==> config.mk <==
export PLATFORM = sky130hd
export DESIGN_NAME = frfcfs_sched
export DESIGN_NICKNAME = d
export VERILOG_FILES = /design/src/rtl/frs_pkg.sv /design/src/rtl/frs_bank_queue.sv /design/src/rtl/frs_write_fifo.sv /design/src/rtl/frs_age_pick.sv /design/src/rtl/frfcfs_sched.sv
export SDC_FILE = /design/constraint.sdc
export NUM_CORES = 2
export LEC_CHECK = 0
export BUFFER_PORTS_ARGS = -buffer_cell sky130_fd_sc_hd__buf_2
export CORE_MARGIN = 3
export CORE_UTILIZATION = 65
export DETAILED_ROUTE_END_ITERATION = 10
export PLACE_DENSITY = 0.8
export SETUP_SLACK_MARGIN = 0.2
export SYNTH_ARGS = -nofsm -noshare
export SYNTH_HDL_FRONTEND = slang
export SYNTH_SLANG_ARGS = --single-unit
==> constraint.sdc <==
create_clock -name clk -period 54.4 [get_ports clk]
set_input_delay 5.44 -clock clk [delete_from_list [all_inputs] [get_ports clk]]
set_output_delay 5.44 -clock clk [all_outputs]
set_load 0.01 [all_outputs]
==> src/rtl/frs_pkg.sv <==
package frs_pkg;
    typedef enum logic [0:0] {
        SCH_SERVE = 1'b0,
        SCH_BATCH = 1'b1
    } sch_state_e;
endpackage

==> src/rtl/frs_bank_queue.sv <==
module frs_bank_queue #(
    parameter int DEPTH = 4,
    parameter int ROW_W = 8,
    parameter int TAG_W = 8,
    parameter int TS_W  = 16
) (
    input  logic             clk,
    input  logic             rst_n,
    input  logic             push,
    input  logic [ROW_W-1:0] push_row,
    input  logic [TAG_W-1:0] push_tag,
    input  logic [TS_W-1:0]  push_ts,
    input  logic             pop,
    input  logic             open_vld,
    input  logic [ROW_W-1:0] open_row,
    output logic             not_full,
    output logic             has_req,
    output logic [ROW_W-1:0] cand_row,
    output logic [TAG_W-1:0] cand_tag,
    output logic [TS_W-1:0]  cand_ts
);
    localparam int IDX_W = (DEPTH > 1) ? $clog2(DEPTH) : 1;

    logic [DEPTH-1:0] vld_q;
    logic [ROW_W-1:0] row_q [DEPTH];
    logic [TAG_W-1:0] tag_q [DEPTH];
    logic [TS_W-1:0]  ts_q  [DEPTH];

    logic [IDX_W-1:0] free_idx, hit_idx, any_idx, cand_idx;
    logic             free_found, hit_found, any_found;

    // modular age compare: a arrived before b
    function automatic logic older(input logic [TS_W-1:0] a, input logic [TS_W-1:0] b);
        logic [TS_W-1:0] d;
        d = a - b;
        return d[TS_W-1];
    endfunction

    always_comb begin
        free_idx   = '0;
        free_found = 1'b0;
        for (int i = 0; i < DEPTH; i++) begin
            if (!vld_q[i] && !free_found) begin
                free_idx   = IDX_W'(i);
                free_found = 1'b1;
            end
        end
    end

    always_comb begin
        hit_idx   = '0;
        hit_found = 1'b0;
        any_idx   = '0;
        any_found = 1'b0;
        for (int i = 0; i < DEPTH; i++) begin
            if (vld_q[i]) begin
                if (!any_found || older(ts_q[i], ts_q[any_idx])) begin
                    any_idx   = IDX_W'(i);
                    any_found = 1'b1;
                end
                if (open_vld && (row_q[i] == open_row) &&
                    (!hit_found || older(ts_q[i], ts_q[hit_idx]))) begin
                    hit_idx   = IDX_W'(i);
                    hit_found = 1'b1;
                end
            end
        end
    end

    assign cand_idx = hit_found ? hit_idx : any_idx;
    assign not_full = free_found;
    assign has_req  = any_found;
    assign cand_row = row_q[cand_idx];
    assign cand_tag = tag_q[cand_idx];
    assign cand_ts  = ts_q[cand_idx];

    always_ff @(posedge clk) begin
        if (!rst_n) begin
            vld_q <= '0;
        end else begin
            if (pop && has_req) vld_q[cand_idx] <= 1'b0;
            if (push && free_found) vld_q[free_idx] <= 1'b1;
        end
    end

    always_ff @(posedge clk) begin
        if (push && free_found) begin
            row_q[free_idx] <= push_row;
            tag_q[free_idx] <= push_tag;
            ts_q[free_idx]  <= push_ts;
        end
    end
endmodule

==> src/rtl/frs_write_fifo.sv <==
module frs_write_fifo #(
    parameter int DEPTH  = 8,
    parameter int BANK_W = 2,
    parameter int ROW_W  = 8,
    parameter int TAG_W  = 8,
    localparam int CNT_W = $clog2(DEPTH + 1)
) (
    input  logic              clk,
    input  logic              rst_n,
    input  logic              push,
    input  logic [BANK_W-1:0] push_bank,
    input  logic [ROW_W-1:0]  push_row,
    input  logic [TAG_W-1:0]  push_tag,
    input  logic              pop,
    output logic [CNT_W-1:0]  count,
    output logic [BANK_W-1:0] head_bank,
    output logic [ROW_W-1:0]  head_row,
    output logic [TAG_W-1:0]  head_tag
);
    localparam int IDX_W = (DEPTH > 1) ? $clog2(DEPTH) : 1;

    logic [BANK_W-1:0] bank_q [DEPTH];
    logic [ROW_W-1:0]  row_q  [DEPTH];
    logic [TAG_W-1:0]  tag_q  [DEPTH];
    logic [IDX_W-1:0]  rd_ptr, wr_ptr;
    logic              do_push, do_pop;

    assign do_push = push && (count != CNT_W'(DEPTH));
    assign do_pop  = pop && (count != '0);

    function automatic logic [IDX_W-1:0] step(input logic [IDX_W-1:0] p);
        return (p == IDX_W'(DEPTH - 1)) ? '0 : p + 1'b1;
    endfunction

    always_ff @(posedge clk) begin
        if (!rst_n) begin
            rd_ptr <= '0;
            wr_ptr <= '0;
            count  <= '0;
        end else begin
            if (do_push) wr_ptr <= step(wr_ptr);
            if (do_pop)  rd_ptr <= step(rd_ptr);
            case ({do_push, do_pop})
                2'b10:   count <= count + 1'b1;
                2'b01:   count <= count - 1'b1;
                default: count <= count;
            endcase
        end
    end

    always_ff @(posedge clk) begin
        if (do_push) begin
            bank_q[wr_ptr] <= push_bank;
            row_q[wr_ptr]  <= push_row;
            tag_q[wr_ptr]  <= push_tag;
        end
    end

    assign head_bank = bank_q[rd_ptr];
    assign head_row  = row_q[rd_ptr];
    assign head_tag  = tag_q[rd_ptr];
endmodule

==> src/rtl/frs_age_pick.sv <==
module frs_age_pick #(
    parameter int N    = 4,
    parameter int TS_W = 16,
    localparam int IDX_W = (N > 1) ? $clog2(N) : 1
) (
    input  logic [N-1:0]           req,
    input  logic [N-1:0][TS_W-1:0] ts,
    output logic [IDX_W-1:0]       win,
    output logic                   any
);
    logic [TS_W-1:0] diff;

    always_comb begin
        win  = '0;
        any  = 1'b0;
        diff = '0;
        for (int i = 0; i < N; i++) begin
            diff = ts[i] - ts[win];
            if (req[i] && (!any || diff[TS_W-1])) begin
                win = IDX_W'(i);
                any = 1'b1;
            end
        end
    end
endmodule

==> src/rtl/frfcfs_sched.sv <==
module frfcfs_sched
    import frs_pkg::*;
#(
    parameter int NUM_BANKS = 4,
    parameter int RQ_DEPTH  = 4,
    parameter int WB_DEPTH  = 8,
    parameter int ROW_W     = 8,
    parameter int TAG_W     = 8,
    parameter int TS_W      = 16,
    localparam int BANK_W   = (NUM_BANKS > 1) ? $clog2(NUM_BANKS) : 1
) (
    input  logic              clk,
    input  logic              rst_n,
    input  logic              rd_req_valid,
    input  logic [BANK_W-1:0] rd_req_bank,
    input  logic [ROW_W-1:0]  rd_req_row,
    input  logic [TAG_W-1:0]  rd_req_tag,
    output logic              rd_in_ready,
    input  logic              wr_req_valid,
    input  logic [BANK_W-1:0] wr_req_bank,
    input  logic [ROW_W-1:0]  wr_req_row,
    input  logic [TAG_W-1:0]  wr_req_tag,
    output logic              wr_in_ready,
    input  logic              issue_ready,
    output logic              issue_valid,
    output logic              issue_is_write,
    output logic [BANK_W-1:0] issue_bank,
    output logic [ROW_W-1:0]  issue_row,
    output logic [TAG_W-1:0]  issue_tag,
    output logic              issue_row_hit
);
    localparam int CNT_W = $clog2(WB_DEPTH + 1);

    sch_state_e state_q, state_d;
    logic [CNT_W-1:0] left_q, left_d;

    logic [NUM_BANKS-1:0]            bq_not_full, bq_has, bq_push, bq_pop;
    logic [NUM_BANKS-1:0][ROW_W-1:0] bq_row;
    logic [NUM_BANKS-1:0][TAG_W-1:0] bq_tag;
    logic [NUM_BANKS-1:0][TS_W-1:0]  bq_ts;
    logic [NUM_BANKS-1:0][ROW_W-1:0] open_row_q;
    logic [NUM_BANKS-1:0]            open_vld_q;

    logic [TS_W-1:0]   arr_ts_q;
    logic [BANK_W-1:0] win_bank;
    logic              rd_any, rd_accept, fire;
    logic [CNT_W-1:0]  wb_count;
    logic [BANK_W-1:0] wf_bank;
    logic [ROW_W-1:0]  wf_row;
    logic [TAG_W-1:0]  wf_tag;
    logic              wb_full, wb_empty, wb_push, wb_pop;

    assign wb_full     = (wb_count == CNT_W'(WB_DEPTH));
    assign wb_empty    = (wb_count == '0);
    assign rd_in_ready = bq_not_full[rd_req_bank];
    assign wr_in_ready = !wb_full;
    assign rd_accept   = rd_req_valid && rd_in_ready;
    assign wb_push     = wr_req_valid && wr_in_ready;
    assign fire        = issue_valid && issue_ready;
    assign wb_pop      = fire && issue_is_write;

    // arrival stamp for reads
    always_ff @(posedge clk) begin
        if (!rst_n)         arr_ts_q <= '0;
        else if (rd_accept) arr_ts_q <= arr_ts_q + 1'b1;
    end

    for (genvar b = 0; b < NUM_BANKS; b++) begin : g_bank
        assign bq_push[b] = rd_accept && (rd_req_bank == BANK_W'(b));
        assign bq_pop[b]  = fire && !issue_is_write && (win_bank == BANK_W'(b));

        frs_bank_queue #(
            .DEPTH(RQ_DEPTH), .ROW_W(ROW_W), .TAG_W(TAG_W), .TS_W(TS_W)
        ) u_q (
            .clk      (clk),
            .rst_n    (rst_n),
            .push     (bq_push[b]),
            .push_row (rd_req_row),
            .push_tag (rd_req_tag),
            .push_ts  (arr_ts_q),
            .pop      (bq_pop[b]),
            .open_vld (open_vld_q[b]),
            .open_row (open_row_q[b]),
            .not_full (bq_not_full[b]),
            .has_req  (bq_has[b]),
            .cand_row (bq_row[b]),
            .cand_tag (bq_tag[b]),
            .cand_ts  (bq_ts[b])
        );
    end

    frs_age_pick #(.N(NUM_BANKS), .TS_W(TS_W)) u_pick (
        .req (bq_has),
        .ts  (bq_ts),
        .win (win_bank),
        .any (rd_any)
    );

    frs_write_fifo #(
        .DEPTH(WB_DEPTH), .BANK_W(BANK_W), .ROW_W(ROW_W), .TAG_W(TAG_W)
    ) u_wb (
        .clk       (clk),
        .rst_n     (rst_n),
        .push      (wb_push),
        .push_bank (wr_req_bank),
        .push_row  (wr_req_row),
        .push_tag  (wr_req_tag),
        .pop       (wb_pop),
        .count     (wb_count),
        .head_bank (wf_bank),
        .head_row  (wf_row),
        .head_tag  (wf_tag)
    );

    // state register
    always_ff @(posedge clk) begin
        if (!rst_n) begin
            state_q <= SCH_SERVE;
            left_q  <= '0;
        end else begin
            state_q <= state_d;
            left_q  <= left_d;
        end
    end

    // selection and next state
    always_comb begin
        state_d        = state_q;
        left_d         = left_q;
        issue_valid    = 1'b0;
        issue_is_write = 1'b0;
        unique case (state_q)
            SCH_SERVE: begin
                if (wb_full) begin
                    issue_valid    = 1'b1;
                    issue_is_write = 1'b1;
                    state_d        = SCH_BATCH;
                    left_d         = CNT_W'(WB_DEPTH) - CNT_W'(issue_ready);
                end else if (rd_any) begin
                    issue_valid = 1'b1;
                end else if (!wb_empty) begin
                    issue_valid    = 1'b1;
                    issue_is_write = 1'b1;
                end
            end
            SCH_BATCH: begin
                issue_valid    = !wb_empty;
                issue_is_write = 1'b1;
                if (issue_valid && issue_ready) begin
                    left_d = left_q - 1'b1;
                    if (left_q == CNT_W'(1)) state_d = SCH_SERVE;
                end
            end
            default: ;
        endcase
    end

    assign issue_bank    = issue_is_write ? wf_bank : win_bank;
    assign issue_row     = issue_is_write ? wf_row  : bq_row[win_bank];
    assign issue_tag     = issue_is_write ? wf_tag  : bq_tag[win_bank];
    assign issue_row_hit = open_vld_q[issue_bank] && (open_row_q[issue_bank] == issue_row);

    // open-row tracking
    always_ff @(posedge clk) begin
        if (!rst_n) begin
            open_vld_q <= '0;
            open_row_q <= '0;
        end else if (fire) begin
            open_vld_q[issue_bank] <= 1'b1;
            open_row_q[issue_bank] <= issue_row;
        end
    end
endmodule

Word level (Yosys, flattened, before mapping)
Memories as Yosys holds them, arrays and structs flattened. A register that Yosys moved wholly into a read port is not among the register bits.
Index checks and enable logic that the tools add are counted.
{"block": "op_classes", "n_addsub": 30, "magnitude_cmp": 22, "n_eq_ne": 32, "n_mux": 230, "bitwise_logic": 14, "reduce_logical": 160}
{"op": "16-bit subtractor", "n": 23}
{"op": "8-bit equality test", "n": 17}
{"op": "1-bit 2-to-1 mux", "n": 122}
{"op": "2-bit 2-to-1 mux", "n": 55}
{"op": "1-bit logical AND", "n": 77}
{"op": "16-bit binary-select mux with 2-bit select", "n": 2}
{"op": "4-bit 2-to-1 mux", "n": 14}
{"op": "1-bit zero test", "n": 50}
{"op": "8-bit binary-select mux with 2-bit select", "n": 3}
{"op": "8-bit 2-to-1 mux", "n": 6}
{"op": "2-bit by 3-bit less-than comparator with 1-bit output (second input constant)", "n": 13}
{"op": "32-bit bitwise mux", "n": 1}
{"op": "16-bit 2-to-1 mux", "n": 2}
{"op": "1-bit logical OR", "n": 27}
{"op": "3-bit 2-to-1 mux", "n": 8}
{"op": "4-bit bitwise OR", "n": 5}
{"op": "1-bit demux with 2-bit select", "n": 9}
{"op": "2-bit by 1-bit greater-or-equal comparator with 1-bit output (second input constant)", "n": 9}
{"op": "16-bit by 1-bit adder with 16-bit output (second input constant)", "n": 1}
{"op": "4-bit AND", "n": 4}
{"op": "8-bit demux with 2-bit select", "n": 1}
{"op": "4-bit inverter", "n": 4}
{"op": "4-bit one-hot mux with 2 select lines", "n": 2}
{"op": "2-bit equality test (second input constant)", "n": 5}
{"op": "other kinds (19)", "n": 28}
{"block": "totals", "regBits": 83, "ram_bits": 656, "input_bits": 41, "out_inout_bits": 23, "word_cells": 518, "mem_count": 15}
{"name": "g_bank[0].u_q.ts_q", "words": 4, "width": 16, "read_ports": 9, "rd_ports_with_merged_regs": 0, "wr": 1, "line": "frs_bank_queue.sv:27", "rtl": "logic [TS_W-1:0] ts_q [DEPTH];"}
{"name": "g_bank[1].u_q.ts_q", "words": 4, "width": 16, "read_ports": 9, "rd_ports_with_merged_regs": 0, "wr": 1, "line": "frs_bank_queue.sv:27"}
{"name": "g_bank[2].u_q.ts_q", "words": 4, "width": 16, "read_ports": 9, "rd_ports_with_merged_regs": 0, "wr": 1, "line": "frs_bank_queue.sv:27"}
{"name": "g_bank[3].u_q.ts_q", "words": 4, "width": 16, "read_ports": 9, "rd_ports_with_merged_regs": 0, "wr": 1, "line": "frs_bank_queue.sv:27"}
{"name": "u_wb.row_q", "words": 8, "width": 8, "read_ports": 1, "rd_ports_with_merged_regs": 1, "wr": 1, "line": "frs_write_fifo.sv:23", "rtl": "logic [ROW_W-1:0] row_q [DEPTH];"}
{"name": "u_wb.tag_q", "words": 8, "width": 8, "read_ports": 1, "rd_ports_with_merged_regs": 1, "wr": 1, "line": "frs_write_fifo.sv:24", "rtl": "logic [TAG_W-1:0] tag_q [DEPTH];"}
{"name": "+9 memories"}

Longest topological paths before layout
An unclocked memory read counts as a cell.
{"block": "depth", "depth_word": 51, "mapped_depth": 106, "ltp_nobuf": 92}

Modules after synthesis
Synthesis repeated with hierarchy kept, for this count alone.
{"block": "unflattened", "hier_cells": 3840, "area_unflattened_um2": 45421.1}
{"module": "frs_bank_queue at g_bank[3].u_q", "n_inst": 1, "cells_per_inst": 749, "area_per_inst_um2": 8604.5, "seq_area_each_um2": 3923.8}
{"module": "frs_bank_queue at g_bank[1].u_q", "n_inst": 1, "cells_per_inst": 732, "area_per_inst_um2": 8580.7, "seq_area_each_um2": 3923.8}
{"module": "frs_bank_queue at g_bank[2].u_q", "n_inst": 1, "cells_per_inst": 737, "area_per_inst_um2": 8296.7, "seq_area_each_um2": 3923.8}
{"module": "frs_bank_queue at g_bank[0].u_q", "n_inst": 1, "cells_per_inst": 684, "area_per_inst_um2": 8237.9, "seq_area_each_um2": 3923.8}
{"module": "frs_write_fifo", "n_inst": 1, "cells_per_inst": 282, "area_per_inst_um2": 6243.5, "seq_area_each_um2": 4584.4}
{"module": "frfcfs_sched", "n_inst": 1, "cells_per_inst": 420, "area_per_inst_um2": 3722.3, "seq_area_each_um2": 1141.1}
{"module": "frs_age_pick", "n_inst": 1, "cells_per_inst": 236, "area_per_inst_um2": 1735.4, "seq_area_each_um2": 0.0}

Worst setup path before layout
Ideal clock, no wire load.
{"block": "synth_path", "path_kind": "reg2out", "from": "mem g_bank[0].u_q.ts_q[1][4]", "to": "out issue_row_hit", "arrival_ns": 19.132, "slack_ns": 29.828, "path_stages_with_launch": 101, "path_buffers": 12, "cell_sequence": "edfxtp_1 > ha_1 > a21o_1 > a221o_1 > a41o_1 > a21oi_1 > a21boi_1 > nor2_1 > clkbuf_1 > mux2i_1 > ha_1 > or4_1 > o21ai_0 > a21oi_1 > a221o_1 > nand2b_1 > o31ai_1 > or3_1 > [... 65 more ...] > o21ai_0 > nand2b_1 > a21oi_1 > nor2b_1 > o21ai_0 > nand2b_1 > a21oi_1 > nand4_1 > nor4_2 > mux2i_1 > nand4_1 > nand3_1 > buf_6 > o22ai_1 > o41ai_4 > nor3_1 > nor4b_1 > and4b_1"}
{"item": "start, declared", "line": "frs_bank_queue.sv:27"}
{"item": "end, declared", "line": "frfcfs_sched.sv:30", "rtl": "output logic issue_row_hit"}

==> impl_metrics.yaml <==
clock_tree:
  holdBufCountCts: 0
  cts_buffer_depth: 3
  htreeDepth: 3
  post_cts_resized: 0
  cts-buffers-inserted: 78
  cts_setup_buffers: 0
  root_buffer: "clkbuf_16"
  cts_tree: "done"
  cts_sinks: 742
  clock_latency_ns: 0.65
  path_clk_slew_ns: 0.06
cells_and_area:
  drive_above_1_share: 0.1053
  instances_no_fill: 4969
  filler_cell_count: 4592
  layout_common_cells: "656 x edfxtp_1, 343 x nand2_1, 332 x ha_1"
  area_delta_synth_final_pct: 9.087
  design_area_um2: 48060
  final_nets: 4415
  mostFrequentLayoutCell: "edfxtp_1"
  post-route-util: 0.7233
timing:
  slew_headroom: 0.1679
  period_share: 0.4939
  rsz0062_at_grt: "false"
  hold_viol: 0
  layout_setup_ws_ns: 27.53
  fin_worst_skew_ns: 0.02446
  drv_slew: 0
  post-route-min-period_ns: 26.87
  fmax_mhz: 37.22
  finalSetupViolCount: 0
  tightest_slew_ns: 1.217
  fin_setup_tns_ns: 0
placement:
  dpl_cell_area_um2: 45470
  numPortBuffers: 63
  place_congestion: 0.9822
  dp.cells: 4825
  pre_cts_slack_ns: 28.76
  hpwl_mm: 90.00
synthesis:
  seq_area_frac_synth: 0.4862
  synth_fa_ha_area_frac: 0.09474
  synth_edf_count: 656
  syn_nets: 4392
  synth_compound_area_frac: 0.1524
  synth-simple-area-share: 0.1236
  synth-main-ff-cell: "edfxtp_1"
  synthXorXnorAreaFrac: 0.03351
  ys.warnings.count: 0
  synth.area.mux_share: 0.07832
  synthDistinctLibCells: 103
  synth_top_family_by_area: "compound AO/OA/AOI/OAI gates"
  async_flop_share: 0
  synthCells: 4018
  syn_area_um2: 44060
  syn_area_per_cell_um2: 10.97
  synth.ff_latch_count: 742
drt:
  wire_per_inst_um: 26.10
  ant_nets: 0
  drt_iter0_drc: 4257
  vias_per_cell: 6.837
  totalWireLength_mm: 129.7
  post-route-drc-count: 0
  dr_total_vias: 33980
  dr.pass1.iters: 6
global_route:
  overflow: 0
  grt_pass1_vias: 33000
  antenna_found_initial: 4
  grt_pass1_wl_mm: 196.4
  gr-usage-all-layers: 0.3630
  grt_max_degree: 82
floorplan:
  die_y_um: 266.4
  die_area_um2: 70950
  io_pins: 64
  die_w_um: 266.4
  rows: 94
  core_area_um2: 66450
  initial_core_util: 0.6630
critical_path:
  path_buf_inv: 7
  cp-end-kind: "primary output"
  path_class: "reg2out"
  crit_path_frequent_cell: "a21oi_1"
  critPathRequiredTime_ns: 48.96
  rrSetupSlack_ns: 33.97
  timing.rr.end: "open_row_q[14]"
  start_kind: "flop"
  r2r_cells: 87
  crit_slowest_cell: "nand2b_1"
  critPathMaxFanout: 53
  cp_slowest_stage_delay_ns: 0.56
  worst_ep_arrival_time_ns: 21.43
  crit-reg2reg-launch: "g_bank[0].u_q.ts_q[1][4]"
  cpLargestDelayFamily: "compound AO/OA/AOI/OAI gates"
power_and_ir_drop:
  total_leakage_power_nw: 18.52
  internal_power_w: 0.0009988
  swShare: 0.2621
  p_seq_frac: 0.476
  combPwrFrac: 0.121
  pwr-share-clk: 0.403
  powerDensity_nw_per_um2: 28.16
  peakVddDrop_mv: 0.03434
  p_sw_w: 0.0003548
hold_path:
  min_path_type: "reg2reg"
  min_from: "left_q[0]"
  hold_end: "left_q[0]"
  hold_path_depth: 2
flow_run:
  maxCapViolations: 0
status:
  status: "completed"
-- how the worst max path moves through the flow --
stage | cells past startpoint | from | slack (ns) | end
2_1_floorplan | 100 | g_bank[0].u_q.ts_q[1][4] | 29.83 | issue_row_hit
3_3_place_gp | 90 | g_bank[0].u_q.ts_q[1][4] | 29.26 | issue_row_hit
3_5_place_dp | 89 | g_bank[0].u_q.ts_q[1][4] | 28.76 | issue_row_hit
4_1_cts | 89 | g_bank[0].u_q.ts_q[1][4] | 28.05 | issue_row_hit
5_1_grt | 90 | g_bank[0].u_q.ts_q[1][4] | 26.27 | issue_row_hit
6_report | 89 | g_bank[0].u_q.ts_q[1][4] | 27.53 | issue_row_hit
-- logic make-up (layout without fill, tap and decap cells) --
family | after synthesis | after routing
AOI/OAI and AO/OA | 1007 | 1007
xor gates and xnor gates | 167 | 167
adders and majority gates | 333 | 333
buffers and inverters | 360 | 445
DFF | 742 | 742
muxes | 292 | 292
other | 0 | 2
and+or+nand+nor | 1117 | 1117
-- Yosys cell counts (16+ instances only) --
library cell  count  area (µm²)
or3_1            24       150.1
a21boi_0         25       187.7
nor4_1           36       225.2
inv_1           160       600.6
buf_1            20       75.07
dfxtp_1          86        1722
clkbuf_1        164       615.6
mux2_2           57       641.9
nor3_1           80       400.4
a222oi_1         16       160.2
xnor2_1          91       797.0
a21oi_1         271        1356
mux4_2           36       810.8
nand2_1         343        1287
a22o_1           19       166.4
nor2_1          234       878.3
a211o_1          16       140.1
nand2b_1         29       181.4
nand4_1          84       525.5
and2_1           33       206.5
edfxtp_1        656       19700
ha_1            332        4154
nand3_1          81       405.4
o21a_1           28       210.2
a211oi_1         80       600.6
mux2i_1         197        1972
and3_1           32       200.2
o31ai_1          24       180.2
o21ai_0         231        1156
xor2_1           75       656.9
o211ai_1         33       247.7
a21o_1           86       645.6
o221ai_1         29       254.0
nor2b_1          82       513.0
-- cell type report --
class | instances | area, µm² | area share
Clock inverter | 52 | 594.3 | 0.01237
Clock buffer | 90 | 1997 | 0.04155
Inverter | 161 | 604.3 | 0.01257
Multi-Input combinational cell | 2916 | 21450 | 0.4463
Tap cell | 864 | 1081 | 0.02249
Antenna cell | 2 | 5.005 | 0.0001041
Sequential cell | 742 | 21420 | 0.4457
Timing Repair Buffer | 142 | 908.4 | 0.01890
-- registers in the layout (all words and copies together), names as in the netlist, named ones only --
signal            cells
arr_ts_q             16
u_wb.bank_q          16
u_wb.row_q           64
g_bank.u_q.vld_q     16
open_row_q           32
state_q               1
u_wb.count            4
g_bank.u_q.tag_q    128
u_wb.wr_ptr           3
g_bank.u_q.ts_q     256
u_wb.tag_q           64
u_wb.rd_ptr           3
left_q                4
g_bank.u_q.row_q    128
open_vld_q            4
-- power by group through the flow --
stage	clock network (W)	logic, W	registers, W
2_1_floorplan	0	0.000115	0.000645
3_3_place_gp	0	0.000155	0.000655
3_5_place_dp	0	0.000158	0.000655
4_1_cts	0.000548	0.000160	0.000644
5_1_grt	0.000571	0.000177	0.000645
6_report	0.000546	0.000164	0.000644
-- metal layers --
layer	up-vias	track usage	wire length [µm]
met4	2	0.1731	6737
met1	16280	0.4732	49790
met5	-	0	13
met3	394	0.07258	13660
met2	1969	0.5874	59500
li1	15330	-	-
-- worst min-delay path, stage by stage, from the launching register on --
cell	delay, ns
dfxtp_1	0.34
inv_1	0.08
a21oi_1	0.06
-- through the flow --
step	power, W	hold slack [ns]
finish	0.001354	0.5248
global route	0.001393	0.5594
CTS	0.001352	0.5254
detailed placement	0.0008132	0.5148
global placement	0.0008094	0.5018
floorplan	0.0007594	0.4778
No activity file was read; power rests on OpenSTA's default activity.
